## config.mk

```make
export PLATFORM = sky130hd
export DESIGN_NAME = serial_audio_rx
export DESIGN_NICKNAME = d
export VERILOG_FILES = /design/src/rtl/sai_rx_pkg.sv /design/src/rtl/sai_rx_ctrl.sv /design/src/rtl/sai_rx_dp.sv /design/src/rtl/serial_audio_rx.sv
export SDC_FILE = /design/constraint.sdc
export NUM_CORES = 1
export LEC_CHECK = 0
export BUFFER_PORTS_ARGS = -buffer_cell sky130_fd_sc_hd__buf_2
export CAP_MARGIN = 15
export CORE_ASPECT_RATIO = 1.1
export CORE_MARGIN = 2
export CORE_UTILIZATION = 30
export CTS_CLUSTER_DIAMETER = 80
export DETAILED_ROUTE_END_ITERATION = 8
export SYNTH_ARGS = -nofsm -noshare
export SYNTH_HDL_FRONTEND = slang
export SYNTH_HIERARCHICAL = 1
export SYNTH_SLANG_ARGS = --single-unit
```

## constraint.sdc

```tcl
create_clock -name clk -period 11.4 [get_ports clk]
set_clock_uncertainty 0.2 [all_clocks]
set_input_delay 0.57 -clock clk [delete_from_list [all_inputs] [get_ports clk]]
set_output_delay 0.57 -clock clk [all_outputs]
set_load 0.05 [all_outputs]
```

## src/rtl/sai_rx_pkg.sv

```systemverilog
package sai_rx_pkg;
  localparam int SAMPLE_W = 24;
  localparam int IDX_W = $clog2(SAMPLE_W);

  // Control-to-datapath strobes, valid for one system cycle
  typedef struct packed {
    logic             shift;     // active bit-clock edge seen
    logic             chStart;   // edge opens a new channel phase
    logic             emitOld;   // finished phase must be emitted
    logic             oldRight;  // finished phase was the right channel
    logic             bitVal;    // sampled data bit
    logic             wrEn;      // justified mode: store bit
    logic [IDX_W-1:0] wrIdx;     // 0 = MSB
  } strobe_t;
endpackage

```

## src/rtl/sai_rx_ctrl.sv

```systemverilog
module sai_rx_ctrl
  import sai_rx_pkg::*;
#(
  parameter int SYNC_STAGES = 2,
  parameter int CNT_W = 7
) (
  input  logic    clk,
  input  logic    rstN,
  input  logic    bclkIn,
  input  logic    wclkIn,
  input  logic    dataIn,
  input  logic    cfgJustify,
  input  logic    cfgDelay,
  input  logic    cfgBclkPol,
  input  logic    cfgWclkPol,
  output strobe_t strb
);
  localparam int TOP = SYNC_STAGES - 1;
  localparam logic [CNT_W-1:0] POS_MAX = '1;

  logic [SYNC_STAGES-1:0] bSh, wSh, dSh;
  logic bPrev, haveLvl, lastLeft, inChan;
  logic [CNT_W-1:0] bitPos;

  always_ff @(posedge clk) begin
    if (!rstN) begin
      bSh <= '0;
      wSh <= '0;
      dSh <= '0;
      bPrev <= 1'b0;
    end else begin
      bSh <= {bSh[SYNC_STAGES-2:0], bclkIn};
      wSh <= {wSh[SYNC_STAGES-2:0], wclkIn};
      dSh <= {dSh[SYNC_STAGES-2:0], dataIn};
      bPrev <= bSh[TOP];
    end
  end

  logic activeEdge, levelLeft, change, useDelay;
  logic [CNT_W-1:0] pos, dataIdx;

  always_comb begin
    activeEdge = cfgBclkPol ? (bPrev & ~bSh[TOP]) : (~bPrev & bSh[TOP]);
    levelLeft  = wSh[TOP] ^ cfgWclkPol;
    change     = activeEdge & haveLvl & (levelLeft != lastLeft);
    useDelay   = cfgDelay & ~cfgJustify;
    pos        = change ? '0 : bitPos;
    dataIdx    = pos - CNT_W'(useDelay);

    strb.shift    = activeEdge;
    strb.chStart  = change;
    strb.emitOld  = change & inChan;
    strb.oldRight = ~lastLeft;
    strb.bitVal   = dSh[TOP];
    strb.wrEn     = activeEdge & ~cfgJustify & (pos >= CNT_W'(useDelay))
                    & (dataIdx < CNT_W'(SAMPLE_W));
    strb.wrIdx    = dataIdx[IDX_W-1:0];
  end

  always_ff @(posedge clk) begin
    if (!rstN) begin
      haveLvl <= 1'b0;
      lastLeft <= 1'b0;
      inChan <= 1'b0;
      bitPos <= '0;
    end else if (activeEdge) begin
      haveLvl <= 1'b1;
      lastLeft <= levelLeft;
      if (change) inChan <= 1'b1;
      bitPos <= (pos == POS_MAX) ? POS_MAX : pos + 1'b1;
    end
  end
endmodule

```

## src/rtl/sai_rx_dp.sv

```systemverilog
module sai_rx_dp
  import sai_rx_pkg::*;
(
  input  logic                clk,
  input  logic                rstN,
  input  strobe_t             strb,
  input  logic                cfgJustify,
  input  logic [1:0]          cfgRes,
  output logic [SAMPLE_W-1:0] leftOut,
  output logic [SAMPLE_W-1:0] rightOut,
  output logic                sampleValid
);
  logic [SAMPLE_W-1:0] acc, accNext, rjSh, rjWord, word, leftHold;
  logic [IDX_W-1:0] shiftAmt;
  logic leftGood;

  always_comb begin
    case (cfgRes)
      2'b00:   shiftAmt = IDX_W'(SAMPLE_W - 16);
      2'b01:   shiftAmt = IDX_W'(SAMPLE_W - 20);
      default: shiftAmt = '0;
    endcase
    rjWord = rjSh << shiftAmt;
    word = cfgJustify ? rjWord : acc;

    accNext = strb.chStart ? '0 : acc;
    for (int i = 0; i < SAMPLE_W; i++) begin
      if (strb.wrEn && strb.wrIdx == IDX_W'(SAMPLE_W - 1 - i)) accNext[i] = strb.bitVal;
    end
  end

  always_ff @(posedge clk) begin
    if (!rstN) begin
      acc <= '0;
      rjSh <= '0;
      leftHold <= '0;
      leftGood <= 1'b0;
      leftOut <= '0;
      rightOut <= '0;
      sampleValid <= 1'b0;
    end else begin
      sampleValid <= 1'b0;
      if (strb.shift) begin
        acc <= accNext;
        rjSh <= strb.chStart ? {{(SAMPLE_W-1){1'b0}}, strb.bitVal}
                             : {rjSh[SAMPLE_W-2:0], strb.bitVal};
      end
      if (strb.emitOld) begin
        if (strb.oldRight) begin
          if (leftGood) begin
            leftOut <= leftHold;
            rightOut <= word;
            sampleValid <= 1'b1;
          end
        end else begin
          leftHold <= word;
          leftGood <= 1'b1;
        end
      end
    end
  end
endmodule

```

## src/rtl/serial_audio_rx.sv

```systemverilog
module serial_audio_rx
  import sai_rx_pkg::*;
#(
  parameter int SYNC_STAGES = 2,
  parameter int CNT_W = 7
) (
  input  logic        clk,
  input  logic        rstN,
  input  logic        bclkIn,
  input  logic        wclkIn,
  input  logic        dataIn,
  input  logic        cfgJustify,
  input  logic        cfgDelay,
  input  logic        cfgBclkPol,
  input  logic        cfgWclkPol,
  input  logic [1:0]  cfgRes,
  output logic [23:0] leftOut,
  output logic [23:0] rightOut,
  output logic        sampleValid
);
  strobe_t strb;

  sai_rx_ctrl #(.SYNC_STAGES(SYNC_STAGES), .CNT_W(CNT_W)) u_ctrl (
    .clk(clk), .rstN(rstN), .bclkIn(bclkIn), .wclkIn(wclkIn), .dataIn(dataIn),
    .cfgJustify(cfgJustify), .cfgDelay(cfgDelay), .cfgBclkPol(cfgBclkPol),
    .cfgWclkPol(cfgWclkPol), .strb(strb)
  );

  sai_rx_dp u_dp (
    .clk(clk), .rstN(rstN), .strb(strb), .cfgJustify(cfgJustify), .cfgRes(cfgRes),
    .leftOut(leftOut), .rightOut(rightOut), .sampleValid(sampleValid)
  );
endmodule

```

Yosys cells after proc, flatten, opt, wreduce, memory -nomap -nowiden
Index checks and enable logic that the tools add are counted.

word-level totals
  bits in registers = 139
  bits of input ports = 11
  output and inout bits = 49
  logic and storage cells = 195

operators by class
  $add $sub $neg = 2
  $lt $le $gt $ge = 2
  equal/unequal tests = 26
  shifts and indexed selects = 1
  multiplexer cells = 32
  bitwise gates (word level) = 16
  reduce and logical (&&, ||, !) cells = 78

operators with widths
  operator               number
  $mux W24               3
  $reduce_and A2 Y1      26
  $reduce_bool A2 Y1     24
  $eq A5 B4 Y1 const B   8
  $eq A5 B5 Y1 const B   8
  $mux W1                26
  $logic_and A1 B1 Y1    24
  $shl A24 B4 Y24        1
  $eq A5 B3 Y1 const B   4
  $mux W7                2
  $eq A5 B2 Y1 const B   2
  $and A1 B1 Y1          9
  $pmux W4 S2            1
  $add A7 B1 Y7 const B  1
  $eq A7 B7 Y1 const B   1
  $ge A7 B1 Y1           1
  $lt A7 B5 Y1 const B   1
  $sub A7 B1 Y7          1
  $not A1 Y1             6
  $eq A5 B1 Y1 const B   1
  $logic_not A5 Y1       1
  $reduce_and A3 Y1      1
  $reduce_or A3 Y1       1
  $eq A2 B1 Y1 const B   1
  3 further kinds        3

Depth between registers and ports, before layout
  word-level depth = 12
  mapped depth = 14
  depth with buffers taken out = 13

Hierarchy
The synthesis kept the hierarchy.

by module, submodules not included
  module       instances  cells an instance  area each (µm²)  seq. area each (µm²)
  sai_rx_dp    1          607                5432.7           2442.3
  sai_rx_ctrl  1          106                927.1            340.3

Worst setup path after synthesis
OpenSTA, ideal clock, no wires.

  kind = input to register
  start = input port cfgWclkPol
  end = register u_dp.acc[11]
  library setup time = 0.132 ns
  arrival time = 3.483 ns
  data required time = 11.068 ns
  slack = 7.585 ns
  cell stages on the path = 12
  buffers on the path = 0
  cells stage by stage = xor3_1 o211ai_2 nand2_1 ha_1 ha_1 inv_1 or3_2 a32o_1 a211oi_2 or4b_4 o211ai_1 a21oi_1

RTL lines
  element               RTL line               RTL
  from (decl)           serial_audio_rx.sv:15  input logic cfgWclkPol,
  to (signal assigned)  sai_rx_dp.sv:44        acc <= accNext;
  to (decl)             sai_rx_dp.sv:13        logic [SAMPLE_W-1:0] acc, accNext, rjSh, rjWord, word, leftHold;

==> impl_metrics.yaml <==
pwr:
  p_total_w: 0.00108
  irDropWorstVdd_mv: 0.0786
  leakage_nw: 3.07
  power.density_nw_per_um2: 147
drt:
  drtPass1Iterations: 5
  ant_nets: 0
  wl_um: 15900
  drcViolationCount: 0
  via_per_inst: 5.12
  drtIter0Drc: 373
  drt-wirelength-per-cell_um: 15.4
  vias: 5281
global_routing:
  grt-ovfl-total: 0
  grt_pass1_vias: 4791
  grt_pass1_wl_um: 25800
  grtUsageTotal: 0.147
  antenna_found_initial: 0
  grt_max_degree: 91
timing:
  rsz0062_at_grt: "false"
  relSlewSlack: 0.371
  min_period_ns: 4.53
  finalHoldViolCount: 0
  setup_tns_ns: 0
  setup_viol: 0
  fmax_ghz: 0.221
  final_max_slew_viol_count: 0
  layout_worst_path_cycle_share: 0.398
  tightestPinTransition_ns: 0.943
  worst_slack_ns: 6.87
place:
  portBuffers: 59
  dp_slack_ns: 6.61
  routabilityCongestion: 0.784
  dp_hpwl_um: 10200
  placedInstanceArea_um2: 6750
final_layout:
  num-nets-final: 747
  synthToLayoutAreaGrowth_pct: 15.9
  final_cell_mix: "139 x dfxtp_1, 106 x nand2_1, 65 x a21oi_1"
  antenna_cells: 0
  layout-drive-gt1-share: 0.151
  stdcell_area_um2: 7370
  final_common_cell: "dfxtp_1"
  fin_util: 0.356
clocking:
  cts_resized: 0
  cts_root_buf: "clkbuf_16"
  cts_setup_buffers: 0
  clock_latency_ns: 0.43
  cts_tree: "done"
  numCtsBuffers: 17
  cts.sinks: 139
  clk_pin_slew_worst_paths_ns: 0.06
  clockBufferDepth: 2
  hold_buffers: 0
  htree_levels: 4
die:
  die_area_um2: 22400
  core-area_um2: 20700
  die_w_um: 143
  die_h_um: 157
  rows: 55
  io_pins: 60
  start_util: 0.307
synth:
  ys_ff_latch: 139
  yosysSeqAreaShare: 0.438
  avgSynthCellArea_um2: 8.92
  synth_edf_count: 0
  netlist_instances: 713
  syn_nets: 727
  dominantRegCellSynth: "dfxtp_1"
  yosysWarnings: 6
  async_reset_ff_frac: 0
  syn-cell-area_um2: 6360
  yosysUniqueCellTypes: 58
setup_path:
  arrival_ns: 4.60
  cp_data_required_time_ns: 11.47
  endpoint_kind: "register"
  crit_fanout: 18
  critPathLaunchType: "register"
  path_class: "reg2reg"
outcome:
  status: "completed"
min_path:
  holdCritPathClass: "in2reg"
job:
  drv_cap: 0
worst paths after layout:
path | start | end | slack, ns | cells after the start
max | u_ctrl/lastLeft | u_dp/acc[19] | 6.87 | 12
min | bclkIn | u_ctrl/bSh[0] | 0.15 | 2
max reg2reg | u_ctrl/lastLeft | u_dp/acc[19] | 6.87 | 12
min reg2reg | u_ctrl/bSh[0] | u_ctrl/bSh[1] | 0.24 | 1
layer usage:
layer	vias to the layer above	routed length [µm]	track usage
met3	18	616	0.0382
li1	2664	-	-
met5	-	0	0
met2	114	7380	0.228
met4	0	234	0.0561
met1	2485	7680	0.195
worst max-delay path: stages, from the launching register on:
cell	delay (ns)
dfxtp_1	0.33
xor3_1	0.42
o211ai_2	0.21
nand2_1	0.16
ha_1	0.21
ha_1	0.26
inv_1	0.07
or3_2	0.40
a32o_1	0.46
a211oi_2	0.78
or4b_4	0.59
o211ai_1	0.19
a21oi_1	0.09
report_power, final:
part           total (W)  switching (W)  leakage (nW)  internal, W
logic          0.0000443      0.0000304          1.67    0.0000139
registers       0.000489     0.00000146          1.12     0.000488
clock network   0.000548       0.000219         0.274     0.000330
sequential cells by signal (all words and copies together) (netlist names):
register,count
u_dp/acc,24
u_dp/leftHold,24
u_dp/leftOut,24
u_dp/rightOut,24
u_dp/rjSh,24
u_ctrl/bitPos,7
u_ctrl/bSh,2
u_ctrl/dSh,2
u_ctrl/wSh,2
u_ctrl/bPrev,1
u_ctrl/haveLvl,1
u_ctrl/inChan,1
u_ctrl/lastLeft,1
u_dp/leftGood,1
u_dp/sampleValid,1
cell usage after synthesis, types with 2 or more instances:
library cell | n | area [µm²]
nand3_1 | 24 | 120
buf_4 | 4 | 30.0
nand4_1 | 5 | 31.3
a2bb2oi_1 | 22 | 193
buf_2 | 30 | 150
nor2_1 | 40 | 150
ha_1 | 3 | 37.5
xnor2_1 | 2 | 17.5
nand3b_1 | 2 | 15.0
a31oi_1 | 6 | 37.5
mux2i_1 | 17 | 170
a41oi_1 | 2 | 17.5
and3b_1 | 6 | 52.6
nand2_1 | 106 | 398
nand2b_1 | 18 | 113
nor3b_1 | 3 | 22.5
nor2b_1 | 6 | 37.5
o211ai_2 | 3 | 37.5
o21ai_0 | 5 | 25.0
a21bo_1 | 4 | 40.0
inv_1 | 12 | 45.0
o2111ai_1 | 32 | 280
o211ai_1 | 30 | 225
buf_6 | 2 | 22.5
and2_1 | 10 | 62.6
clkbuf_1 | 29 | 109
o21a_1 | 3 | 22.5
and4bb_1 | 3 | 37.5
nand4b_1 | 5 | 43.8
a21oi_1 | 65 | 325
and4b_1 | 5 | 50.1
dfxtp_1 | 139 | 2780
o211a_1 | 33 | 330
or2_1 | 4 | 25.0
nand4bb_1 | 3 | 33.8
a211oi_1 | 8 | 60.1
stage by stage:
stage / cells / hold slack (ns)
floorplan: 713 / 0.212
global placement: 997 / 0.213
detailed placement: 997 / 0.223
CTS: 1029 / 0.134
global route: 1031 / 0.132
finish: 1031 / 0.148
kinds of logic (layout without fill, tap and decap cells):
group,Yosys count,after routing,share of synthesized area
and+or+nand+nor,252,252,0.205
xor gates and xnor gates,3,3,0.00649
AOI/OAI and AO/OA,220,220,0.261
adders and majority gates,3,3,0.00590
muxes,17,17,0.0268
buffers and inverters,79,112,0.0572
DFF,139,139,0.438
final cells by class:
cell class              count  area [µm²]
multi-input cells         495        3220
inverters                  13        48.8
clock buffers              20         447
clock inverters            12         139
well taps                 285         357
repair buffers             67         383
flip-flops and latches    139        2780
fillers                  2125       13300
Note: power is estimated with default switching activity, not from simulation.
